==> src/rtl/prn_pkg.sv <==
package prn_pkg;
   localparam int CTL_W = 8;

   typedef enum logic [1:0] {
      REG_DATA   = 2'd0,
      REG_STATUS = 2'd1,
      REG_CTRL   = 2'd2,
      REG_IOSEL  = 2'd3
   } prn_reg_e;

   localparam int B_STRB  = 0;
   localparam int B_AFD   = 1;
   localparam int B_INIT  = 2;
   localparam int B_SLIN  = 3;
   localparam int B_IEN   = 4;
   localparam int B_DIR   = 5;
   localparam int B_LATCH = 6;

   localparam int S_IRQ   = 0;
   localparam int S_FAULT = 3;
   localparam int S_SEL   = 4;
   localparam int S_PE    = 5;
   localparam int S_ACK   = 6;
   localparam int S_BUSY  = 7;
endpackage

==> src/rtl/prn_ctl_regs.sv <==
module prn_ctl_regs #(
   parameter int DATA_W = 8
) (
   input  logic                     clk,
   input  logic                     rst_n,
   input  logic                     wr_data,
   input  logic                     wr_ctrl,
   input  logic [DATA_W-1:0]        wdata,
   output logic [DATA_W-1:0]        data_q,
   output logic [prn_pkg::CTL_W-1:0] ctrl_q
);
   always_ff @(posedge clk or negedge rst_n) begin
      if (!rst_n) begin
         data_q <= '0;
         ctrl_q <= '0;
      end else begin
         if (wr_data) data_q <= wdata;
         if (wr_ctrl) ctrl_q <= wdata[prn_pkg::CTL_W-1:0];
      end
   end

   AST_CTRL_HOLD: assert property (@(posedge clk) disable iff (!rst_n)
      !wr_ctrl |=> $stable(ctrl_q));
endmodule

==> src/rtl/prn_dir_sel.sv <==
module prn_dir_sel #(
   parameter logic [7:0] IN_CODE  = 8'hAA,
   parameter logic [7:0] OUT_CODE = 8'h55
) (
   input  logic       clk,
   input  logic       rst_n,
   input  logic       wr_iosel,
   input  logic [7:0] iosel_byte,
   input  logic       mode_sel,
   input  logic       ctrl_dir,
   output logic       pd_oe
);
   logic sel_in_q;
   logic hit_in, hit_out;

   generate
      if (IN_CODE == OUT_CODE) begin : g_bad_codes
         $error("prn_dir_sel: input and output codes must differ");
      end
   endgenerate

   assign hit_in  = (iosel_byte == IN_CODE);
   assign hit_out = (iosel_byte == OUT_CODE);

   always_ff @(posedge clk or negedge rst_n) begin
      if (!rst_n)                 sel_in_q <= 1'b0;
      else if (wr_iosel && hit_in)  sel_in_q <= 1'b1;
      else if (wr_iosel && hit_out) sel_in_q <= 1'b0;
   end

   assign pd_oe = mode_sel ? !ctrl_dir : !sel_in_q;

   AST_IOSEL_KEEP: assert property (@(posedge clk) disable iff (!rst_n)
      (wr_iosel && !hit_in && !hit_out) |=> $stable(sel_in_q));
   AST_IOSEL_TAKE_IN: assert property (@(posedge clk) disable iff (!rst_n)
      (wr_iosel && hit_in && !mode_sel) |=> (mode_sel || !pd_oe));
   AST_CTRL_IGNORED: assert property (@(posedge clk) disable iff (!rst_n)
      (!mode_sel && $past(!mode_sel) && !$past(wr_iosel)) |-> $stable(pd_oe));
endmodule

==> src/rtl/prn_irq.sv <==
module prn_irq (
   input  logic clk,
   input  logic rst_n,
   input  logic latch_mode,
   input  logic irq_en,
   input  logic ack_n,
   input  logic rd_status,
   output logic irq_status,
   output logic port_irq
);
   logic ack_q;
   logic flag_q;
   logic ack_fall;

   assign ack_fall = ack_q && !ack_n;

   always_ff @(posedge clk or negedge rst_n) begin
      if (!rst_n) begin
         ack_q  <= 1'b1;
         flag_q <= 1'b0;
      end else begin
         ack_q <= ack_n;
         if (!latch_mode)    flag_q <= 1'b0;
         else if (ack_fall)  flag_q <= 1'b1;
         else if (rd_status) flag_q <= 1'b0;
      end
   end

   assign irq_status = latch_mode ? flag_q : !ack_n;
   assign port_irq   = irq_en && irq_status;

   AST_LATCH_SET: assert property (@(posedge clk) disable iff (!rst_n)
      (latch_mode && ack_fall) |=> flag_q);
   AST_LATCH_HOLD: assert property (@(posedge clk) disable iff (!rst_n)
      (latch_mode && flag_q && !rd_status) |=> flag_q);
   AST_READ_CLEAR: assert property (@(posedge clk) disable iff (!rst_n)
      (latch_mode && rd_status && !ack_fall) |=> !flag_q);
   AST_IRQ_MASK: assert property (@(posedge clk) disable iff (!rst_n)
      !irq_en |-> !port_irq);
endmodule

==> src/rtl/prn_port_ctrl.sv <==
module prn_port_ctrl #(
   parameter int         DATA_W   = 8,
   parameter logic [7:0] IN_CODE  = 8'hAA,
   parameter logic [7:0] OUT_CODE = 8'h55
) (
   input  logic              clk,
   input  logic              rst_n,
   input  logic              cpu_sel,
   input  logic              cpu_wr,
   input  logic              cpu_rd,
   input  logic [1:0]        cpu_addr,
   input  logic [DATA_W-1:0] cpu_wdata,
   output logic [DATA_W-1:0] cpu_rdata,
   input  logic              mode_sel,
   input  logic [DATA_W-1:0] pd_in,
   output logic [DATA_W-1:0] pd_out,
   output logic              pd_oe,
   input  logic              strb_pin,
   input  logic              afd_pin,
   input  logic              slin_pin,
   output logic              strb_drv,
   output logic              afd_drv,
   output logic              init_drv,
   output logic              slin_drv,
   input  logic              ack_n,
   input  logic              busy,
   input  logic              paper_end,
   input  logic              select,
   input  logic              fault,
   output logic              port_irq
);
   import prn_pkg::*;

   localparam int PAD_W = DATA_W - CTL_W;

   generate
      if (DATA_W < CTL_W) begin : g_bad_width
         $error("prn_port_ctrl: DATA_W must be at least the register width");
      end
   endgenerate

   logic              wr_en, rd_en;
   logic [CTL_W-1:0]  ctrl_q;
   logic [DATA_W-1:0] data_q;
   logic              irq_status;
   logic [CTL_W-1:0]  status_v, ctrl_rb, narrow_rd;

   assign wr_en = cpu_sel && cpu_wr;
   assign rd_en = cpu_sel && cpu_rd;

   prn_ctl_regs #(.DATA_W(DATA_W)) u_regs (
      .clk     (clk),
      .rst_n   (rst_n),
      .wr_data (wr_en && cpu_addr == REG_DATA),
      .wr_ctrl (wr_en && cpu_addr == REG_CTRL),
      .wdata   (cpu_wdata),
      .data_q  (data_q),
      .ctrl_q  (ctrl_q)
   );

   prn_dir_sel #(.IN_CODE(IN_CODE), .OUT_CODE(OUT_CODE)) u_dir (
      .clk        (clk),
      .rst_n      (rst_n),
      .wr_iosel   (wr_en && cpu_addr == REG_IOSEL),
      .iosel_byte (cpu_wdata[CTL_W-1:0]),
      .mode_sel   (mode_sel),
      .ctrl_dir   (ctrl_q[B_DIR]),
      .pd_oe      (pd_oe)
   );

   prn_irq u_irq (
      .clk        (clk),
      .rst_n      (rst_n),
      .latch_mode (ctrl_q[B_LATCH]),
      .irq_en     (ctrl_q[B_IEN]),
      .ack_n      (ack_n),
      .rd_status  (rd_en && cpu_addr == REG_STATUS),
      .irq_status (irq_status),
      .port_irq   (port_irq)
   );

   assign pd_out   = data_q;
   assign strb_drv = ctrl_q[B_STRB];
   assign afd_drv  = ctrl_q[B_AFD];
   assign init_drv = ctrl_q[B_INIT];
   assign slin_drv = ctrl_q[B_SLIN];

   always_comb begin
      status_v          = '0;
      status_v[S_BUSY]  = busy;
      status_v[S_ACK]   = ack_n;
      status_v[S_PE]    = paper_end;
      status_v[S_SEL]   = select;
      status_v[S_FAULT] = fault;
      status_v[S_IRQ]   = irq_status;
      ctrl_rb           = ctrl_q;
      ctrl_rb[B_STRB]   = strb_pin;
      ctrl_rb[B_AFD]    = afd_pin;
      ctrl_rb[B_SLIN]   = slin_pin;
   end

   always_comb begin
      narrow_rd = '0;
      case (cpu_addr)
         REG_STATUS: narrow_rd = status_v;
         REG_CTRL:   narrow_rd = ctrl_rb;
         default:    narrow_rd = '0;
      endcase
   end

   generate
      if (PAD_W > 0) begin : g_pad
         assign cpu_rdata = !rd_en ? '0 :
                            (cpu_addr == REG_DATA) ? (pd_oe ? data_q : pd_in) :
                            {{PAD_W{1'b0}}, narrow_rd};
      end else begin : g_nopad
         assign cpu_rdata = !rd_en ? '0 :
                            (cpu_addr == REG_DATA) ? (pd_oe ? data_q : pd_in) :
                            narrow_rd;
      end
   endgenerate

   AST_FOLLOW: assert property (@(posedge clk) disable iff (!rst_n)
      (ctrl_q[B_IEN] && !ctrl_q[B_LATCH]) |-> (port_irq == !ack_n));
   AST_DATA_RD_IN: assert property (@(posedge clk) disable iff (!rst_n)
      (rd_en && cpu_addr == REG_DATA && !pd_oe) |-> (cpu_rdata == pd_in));
endmodule

==> config.mk <==
export PLATFORM = sky130hd
export DESIGN_NAME = prn_port_ctrl
export DESIGN_NICKNAME = d
export VERILOG_FILES = /design/src/rtl/prn_pkg.sv /design/src/rtl/prn_ctl_regs.sv /design/src/rtl/prn_dir_sel.sv /design/src/rtl/prn_irq.sv /design/src/rtl/prn_port_ctrl.sv
export SDC_FILE = /design/constraint.sdc
export NUM_CORES = 1
export LEC_CHECK = 0
export CAP_MARGIN = 10
export CORE_UTILIZATION = 41
export CTS_BUF_LIST = sky130_fd_sc_hd__clkbuf_2 sky130_fd_sc_hd__clkbuf_4 sky130_fd_sc_hd__clkbuf_8
export CTS_CLUSTER_DIAMETER = 150
export DETAILED_ROUTE_END_ITERATION = 12
export PLACE_DENSITY = 0.82
export SLEW_MARGIN = 40
export SYNTH_ARGS = -nofsm -noshare
export SYNTH_HDL_FRONTEND = slang
export SYNTH_SLANG_ARGS = --single-unit
export TNS_END_PERCENT = 100
==> constraint.sdc <==
create_clock -name clk -period 1.4 [get_ports clk]
set_input_delay 0.14 -clock clk [delete_from_list [all_inputs] [get_ports clk]]
set_output_delay 0.14 -clock clk [all_outputs]
set_load 0.1 [all_outputs]
### Word level (Yosys, flattened, before mapping)

Cells that the tools add are included.

| storage, ports and cells | value |
|---|---|
| input port bits | 32 |
| output and inout port bits | 22 |
| register bits | 19 |
| word-level logic and storage cells | 37 |

| cells by class | value |
|---|---|
| multiplexer cells | 11 |
| reduce and logical (&&, ||, !) cells | 15 |
| equal/unequal tests | 6 |

Operators by type and width:

| operator | number |
|---|---|
| 2-to-1 mux 8 bit | 3 |
| one-hot mux 8 bit (2 select lines) | 1 |
| logical AND 1 bit | 10 |
| == test 8 x 7 -> 1 bit, second input constant | 1 |
| == test 8 bit, second input constant | 1 |
| 2-to-1 mux 1 bit | 7 |
| == test 2 bit, second input constant | 2 |
| zero test 1 bit | 3 |
| inequality test 3 x 1 -> 1 bit, second input constant | 1 |
| == test 2 x 1 -> 1 bit, second input constant | 1 |
| zero test 2 bit | 1 |
| nonzero test 2 bit | 1 |

### Depth between registers and ports, before layout

| depth | value |
|---|---|
| depth in word-level cells | 5 |
| depth in mapped cells | 6 |
| gate-level depth less buffers | 5 |

### Hierarchy

A second synthesis with hierarchy kept.

| unflattened totals | value |
|---|---|
| cell total of the unflattened synthesis | 91 |
| area, all modules | 1187.4 um^2 |

By module, submodules not included:

| module | sequential area each (um^2) | cells each | area each (um^2) | instances |
|---|---|---|---|---|
| prn_ctl_regs | 400.4 | 34 | 663.1 | 1 |
| prn_port_ctrl | 0.0 | 39 | 317.8 | 1 |
| prn_dir_sel | 25.0 | 9 | 110.1 | 1 |
| prn_irq | 51.3 | 9 | 96.3 | 1 |

### Least setup slack after synthesis

OpenSTA, ideal clock, no wires.

| timing | value |
|---|---|
| path type | register to output |
| start | reg u_dir.sel_in_q |
| end | out cpu_rdata[0] |
| buffers on the path | 0 |
| arrival | 2.917 ns |
| setup slack | -1.657 ns |
| stages on the path, launching flop included | 4 |
| cells stage by stage | dfrtp_1 -> mux2i_4 -> mux2i_1 -> o22ai_1 |

| on the way | value |
|---|---|
| longest elaborated chain between the ends | 5 |

RTL lines:

| element | line | RTL |
|---|---|---|
| start, declared | prn_dir_sel.sv:13 | `logic sel_in_q;` |
| start signal, assigned | prn_dir_sel.sv:26 | `if (!rst_n) sel_in_q <= 1'b0;` |
| start signal, assigned | prn_dir_sel.sv:27 | `else if (wr_iosel && hit_in) sel_in_q <= 1'b1;` |
| start signal, assigned | prn_dir_sel.sv:28 | `else if (wr_iosel && hit_out) sel_in_q <= 1'b0;` |
| zero test 1 bit | prn_dir_sel.sv:31 | `assign pd_oe = mode_sel ? !ctrl_dir : !sel_in_q;` |
| 2-to-1 mux 1 bit | prn_dir_sel.sv:31 |  |
| net pd_oe | prn_port_ctrl.sv:17 | `output logic pd_oe,` |
| 2-to-1 mux 8 bit (2 in series) | prn_port_ctrl.sv:118 | `(cpu_addr == REG_DATA) ? (pd_oe ? data_q : pd_in) :` |
| 2-to-1 mux 8 bit | prn_port_ctrl.sv:117 | `assign cpu_rdata = !rd_en ? '0 :` |
| end, declared | prn_port_ctrl.sv:13 | `output logic [DATA_W-1:0] cpu_rdata,` |

The timed path passes the listed nets, and every way through them passes these cells.

### Worst setup path after layout

| timing | value |
|---|---|
| start | reg u_dir.sel_in_q |
| end | out cpu_rdata[4] |

| on the way | value |
|---|---|
| longest elaborated chain between the ends | 5 |

RTL lines:

| element | line |
|---|---|
| zero test 1 bit | prn_dir_sel.sv:31 |
| 2-to-1 mux 1 bit | prn_dir_sel.sv:31 |
| 2-to-1 mux 8 bit (2 in series) | prn_port_ctrl.sv:118 |
| 2-to-1 mux 8 bit | prn_port_ctrl.sv:117 |

Every way passes these cells.

==> impl_metrics.yaml <==
run_status:
  status: "finished with violations"
  violations: "negative setup slack"
setup_path:
  r2r_start: "u_regs.ctrl_q[5]"
  reg2reg_slack_ns: 0.42
  setup.worst_path.start_class: "flip-flop"
  worstPathRequired_ns: 1.26
  slowest_stage: "dfrtp_1"
  cp_common_cell: "mux2i_4"
  rr_worst_depth: 2
  end_kind: "output port"
  path_class: "reg -> out"
  critPathMaxFanout: 5
  worstReg2RegEnd: "u_regs.ctrl_q[5]"
  arrival_ns: 1.78
  path_cells: "mux2i_4 > buf_6 > mux2i_4 > o22ai_4 > buf_12"
  max_stage_delay_ns: 0.44
power:
  seqPwrFrac_pct: 28.4
  switching_share_pct: 48.0
  p_leak_uw: 0.000890
  share_comb_of_total_power_pct: 61.5
  vdd_drop_max_v: 0.00117
  internal_power_uw: 1510
  p_sw_uw: 1390
  pwr-share-clk_pct: 10.1
  cellPowerDensity_mw_per_mm2: 1290
synth:
  yosys.cell_types.count: 24
  ys_async_sr_fraction_pct: 100
  yosys-top-cells-count: "dfrtp_1 (18), mux2_2 (16), mux2i_1 (8), o22ai_1 (6)"
  synth_xor_area_share_pct: 0
  synth-compound-area-share_pct: 10.2
  yosysWarnings: 0
  ys_seq_area_share_pct: 43.7
  synth_edf_count: 0
  ys_ff_latch: 19
  synthCells: 89
  yosysMostFrequentCell: "dfrtp_1"
  synth_top_family_by_area: "multiplexers"
  netlist_area_mm2: 0.00109
  yosys.area.top_type_share_pct: 41.3
  synth_nets: 126
  synth-simple-area-share_pct: 12.7
  synthMuxAreaShare_pct: 25.9
  yosysTopAreaCell: "dfrtp_1"
  ys.flop_type: "dfrtp_1"
  synth_area_leaders: "dfrtp_1 (41%), mux2_2 (17%), mux2i_1 (7.3%)"
  synth_fa_ha_area_share_pct: 5.74
  syn_area_per_cell_um2: 12.2
drt:
  drt.antenna.violating_nets: 0
  drtIter0Drc: 21
  routedWlPerCell_um: 22.6
  drt_wl_total_um: 4290
  first_pass_iters: 4
  vias: 1127
  drt-vias-per-instance: 5.93
  drcViolationCount: 0
place:
  dp_hpwl_um: 2800
  place_congestion: 0.754
  port_buffers: 53
clock_network:
  cts_buffers: 3
  cts_tree: "built"
  cts-htree-levels: 1
  ctsHoldBuffers: 0
  clkTransAtPathRegs_ns: 0.12
  cts.path.max_buffers: 2
  clock_latency_ns: 0.30
  clock_sinks: 19
  root_buffer: "clkbuf_4"
grt:
  grt_overflow: 0
  grt_max_degree: 20
  grt_pass1_wl_um: 5900
  grt_antenna_before_repair: 0
  grt_pass1_vias: 1201
  grt_usage_pct: 30.7
die:
  ios: 54
  core-area_mm2: 0.00250
  rows: 18
  dieArea_mm2: 0.00287
  start_util_pct: 43.6
  fp.dieH_um: 53.6
  die_w_um: 53.6
cells_and_area:
  n_antenna_cell: 0
  area_delta_synth_final_pct: 107
  post-route-util_pct: 90.0
  drive_gt1_share_pct: 53.8
  final_net_count: 198
timing:
  skew_ns: 0.000628
  setup_viol: 10
  hold_viol: 0
  final_max_slew_viol_count: 0
  setup_ws_ns: -0.522
  min_period_ns: 1.92
  tightest_slew_ns: 0.341
  tns_ns: -4.21
  rsz0062_at_grt: "yes"
  relSlewSlack_pct: 77.3
  fin_crit_sh_pct: 137
  fmaxAchievable_mhz: 520
min_path:
  worstHoldPathType: "in -> async"
flow_run:
  maxCapViolations: 0
==> what timing repair did <==
| item | in CTS | in global routing |
|---|---|---|
| endpoints found under the hold margin | 0 | 0 |
| gates resized for setup | 26 | 4 |
| endpoints found under the setup margin | 19 | 10 |
| buffers inserted | 1 | 0 |
| pin swaps | 0 | 0 |
==> registers in the layout, summed over array words and instances (netlist names) <==
name / count
u_dir.sel_in_q: 1
u_irq.ack_q: 1
u_irq.flag_q: 1
u_regs.ctrl_q: 8
u_regs.data_q: 8
==> power groups by stage <==
| stage | Sequential, uW | Clock, uW | Combinational, uW |
|---|---|---|---|
| 6_report | 823 | 291 | 1780 |
| 5_1_grt | 832 | 322 | 1830 |
| 4_1_cts | 807 | 290 | 1740 |
| 3_5_place_dp | 797 | 0 | 1640 |
| 3_3_place_gp | 790 | 0 | 1610 |
| 2_1_floorplan | 1300 | 0 | 449 |
==> kinds of logic (layout without fill, tap and decap cells) <==
group | Yosys count | after routing
adder cells (fa/ha/maj) | 5 | 5
buffers and inverters | 4 | 75
flip-flops | 19 | 19
AO/OA/AOI/OAI | 17 | 17
AND/OR/NAND/NOR | 19 | 19
multiplexers | 25 | 25
==> layout make-up <==
type / instances / area (um^2)
Sequential cell: 19 / 477
Clock buffer: 3 / 22.5
Clock inverter: 1 / 5.00
Tap cell: 30 / 37.5
Fill cell: 102 / 249
Inverter: 2 / 7.51
Multi-Input combinational cell: 66 / 823
Timing Repair Buffer: 69 / 878
==> routing by layer <==
| layer | vias to the layer above | GRT usage [%] | wire length (um) |
|---|---|---|---|
| met1 | 548 | 34.5 | 1560 |
| met3 | 21 | 4.24 | 265 |
| met4 | 0 | 16.2 | 204 |
| li1 | 488 | - | - |
| met2 | 70 | 55.8 | 2260 |
| met5 | - | 0 | 0 |
==> worst max-delay path by stage <==
stage | startpoint | end | slack [ns]
3_3_place_gp | cpu_addr[1] | cpu_rdata[2] | -0.45
6_report | u_dir.sel_in_q | cpu_rdata[4] | -0.52
4_1_cts | u_regs.ctrl_q[5] | cpu_rdata[4] | -0.39
2_1_floorplan | u_dir.sel_in_q | cpu_rdata[1] | -0.82
5_1_grt | u_dir.sel_in_q | cpu_rdata[4] | -0.53
3_5_place_dp | cpu_addr[1] | cpu_rdata[2] | -0.54
==> cell usage in the layout, fill, tap and decap left out, types with 2 or more instances in the layout <==
| cell type | n |
|---|---|
| a22oi_1 | 5 |
| buf_4 | 13 |
| inv_2 | 2 |
| dlygate4sd2_1 | 3 |
| o21ai_4 | 2 |
| buf_12 | 22 |
| mux2i_4 | 8 |
| nand3_1 | 3 |
| nor2b_1 | 2 |
| nand2_2 | 2 |
| clkdlybuf4s50_1 | 28 |
| mux2_2 | 16 |
| o22ai_4 | 6 |
| nor4bb_1 | 2 |
| nand3_2 | 2 |
| dfrtp_1 | 18 |
| buf_6 | 3 |
| nand4bb_1 | 2 |
| ha_1 | 4 |
| clkbuf_4 | 3 |
==> per-stage QoR <==
step | cell area, um^2 | power (uW) | setup slack, ns | instances | hold WS (ns)
floorplan | 1200 | 1750 | -0.817 | 89 | -0.156
global placement | 2090 | 2400 | -0.455 | 185 | 0.490
detailed placement | 2090 | 2440 | -0.542 | 185 | 0.494
CTS | 2220 | 2830 | -0.386 | 190 | 0.154
global route | 2250 | 2980 | -0.528 | 190 | 0.168
finish | 2250 | 2900 | -0.522 | 190 | 0.141
==> worst max-delay path, delay by kind of cell, from the launching register on <==
kind | cells | cell delay, ns
multiplexers | 2 | 0.53
buffers and inverters | 2 | 0.39
flip-flops | 1 | 0.44
AO/OA/AOI/OAI | 1 | 0.10
No activity file was read; power rests on OpenSTA's default activity.
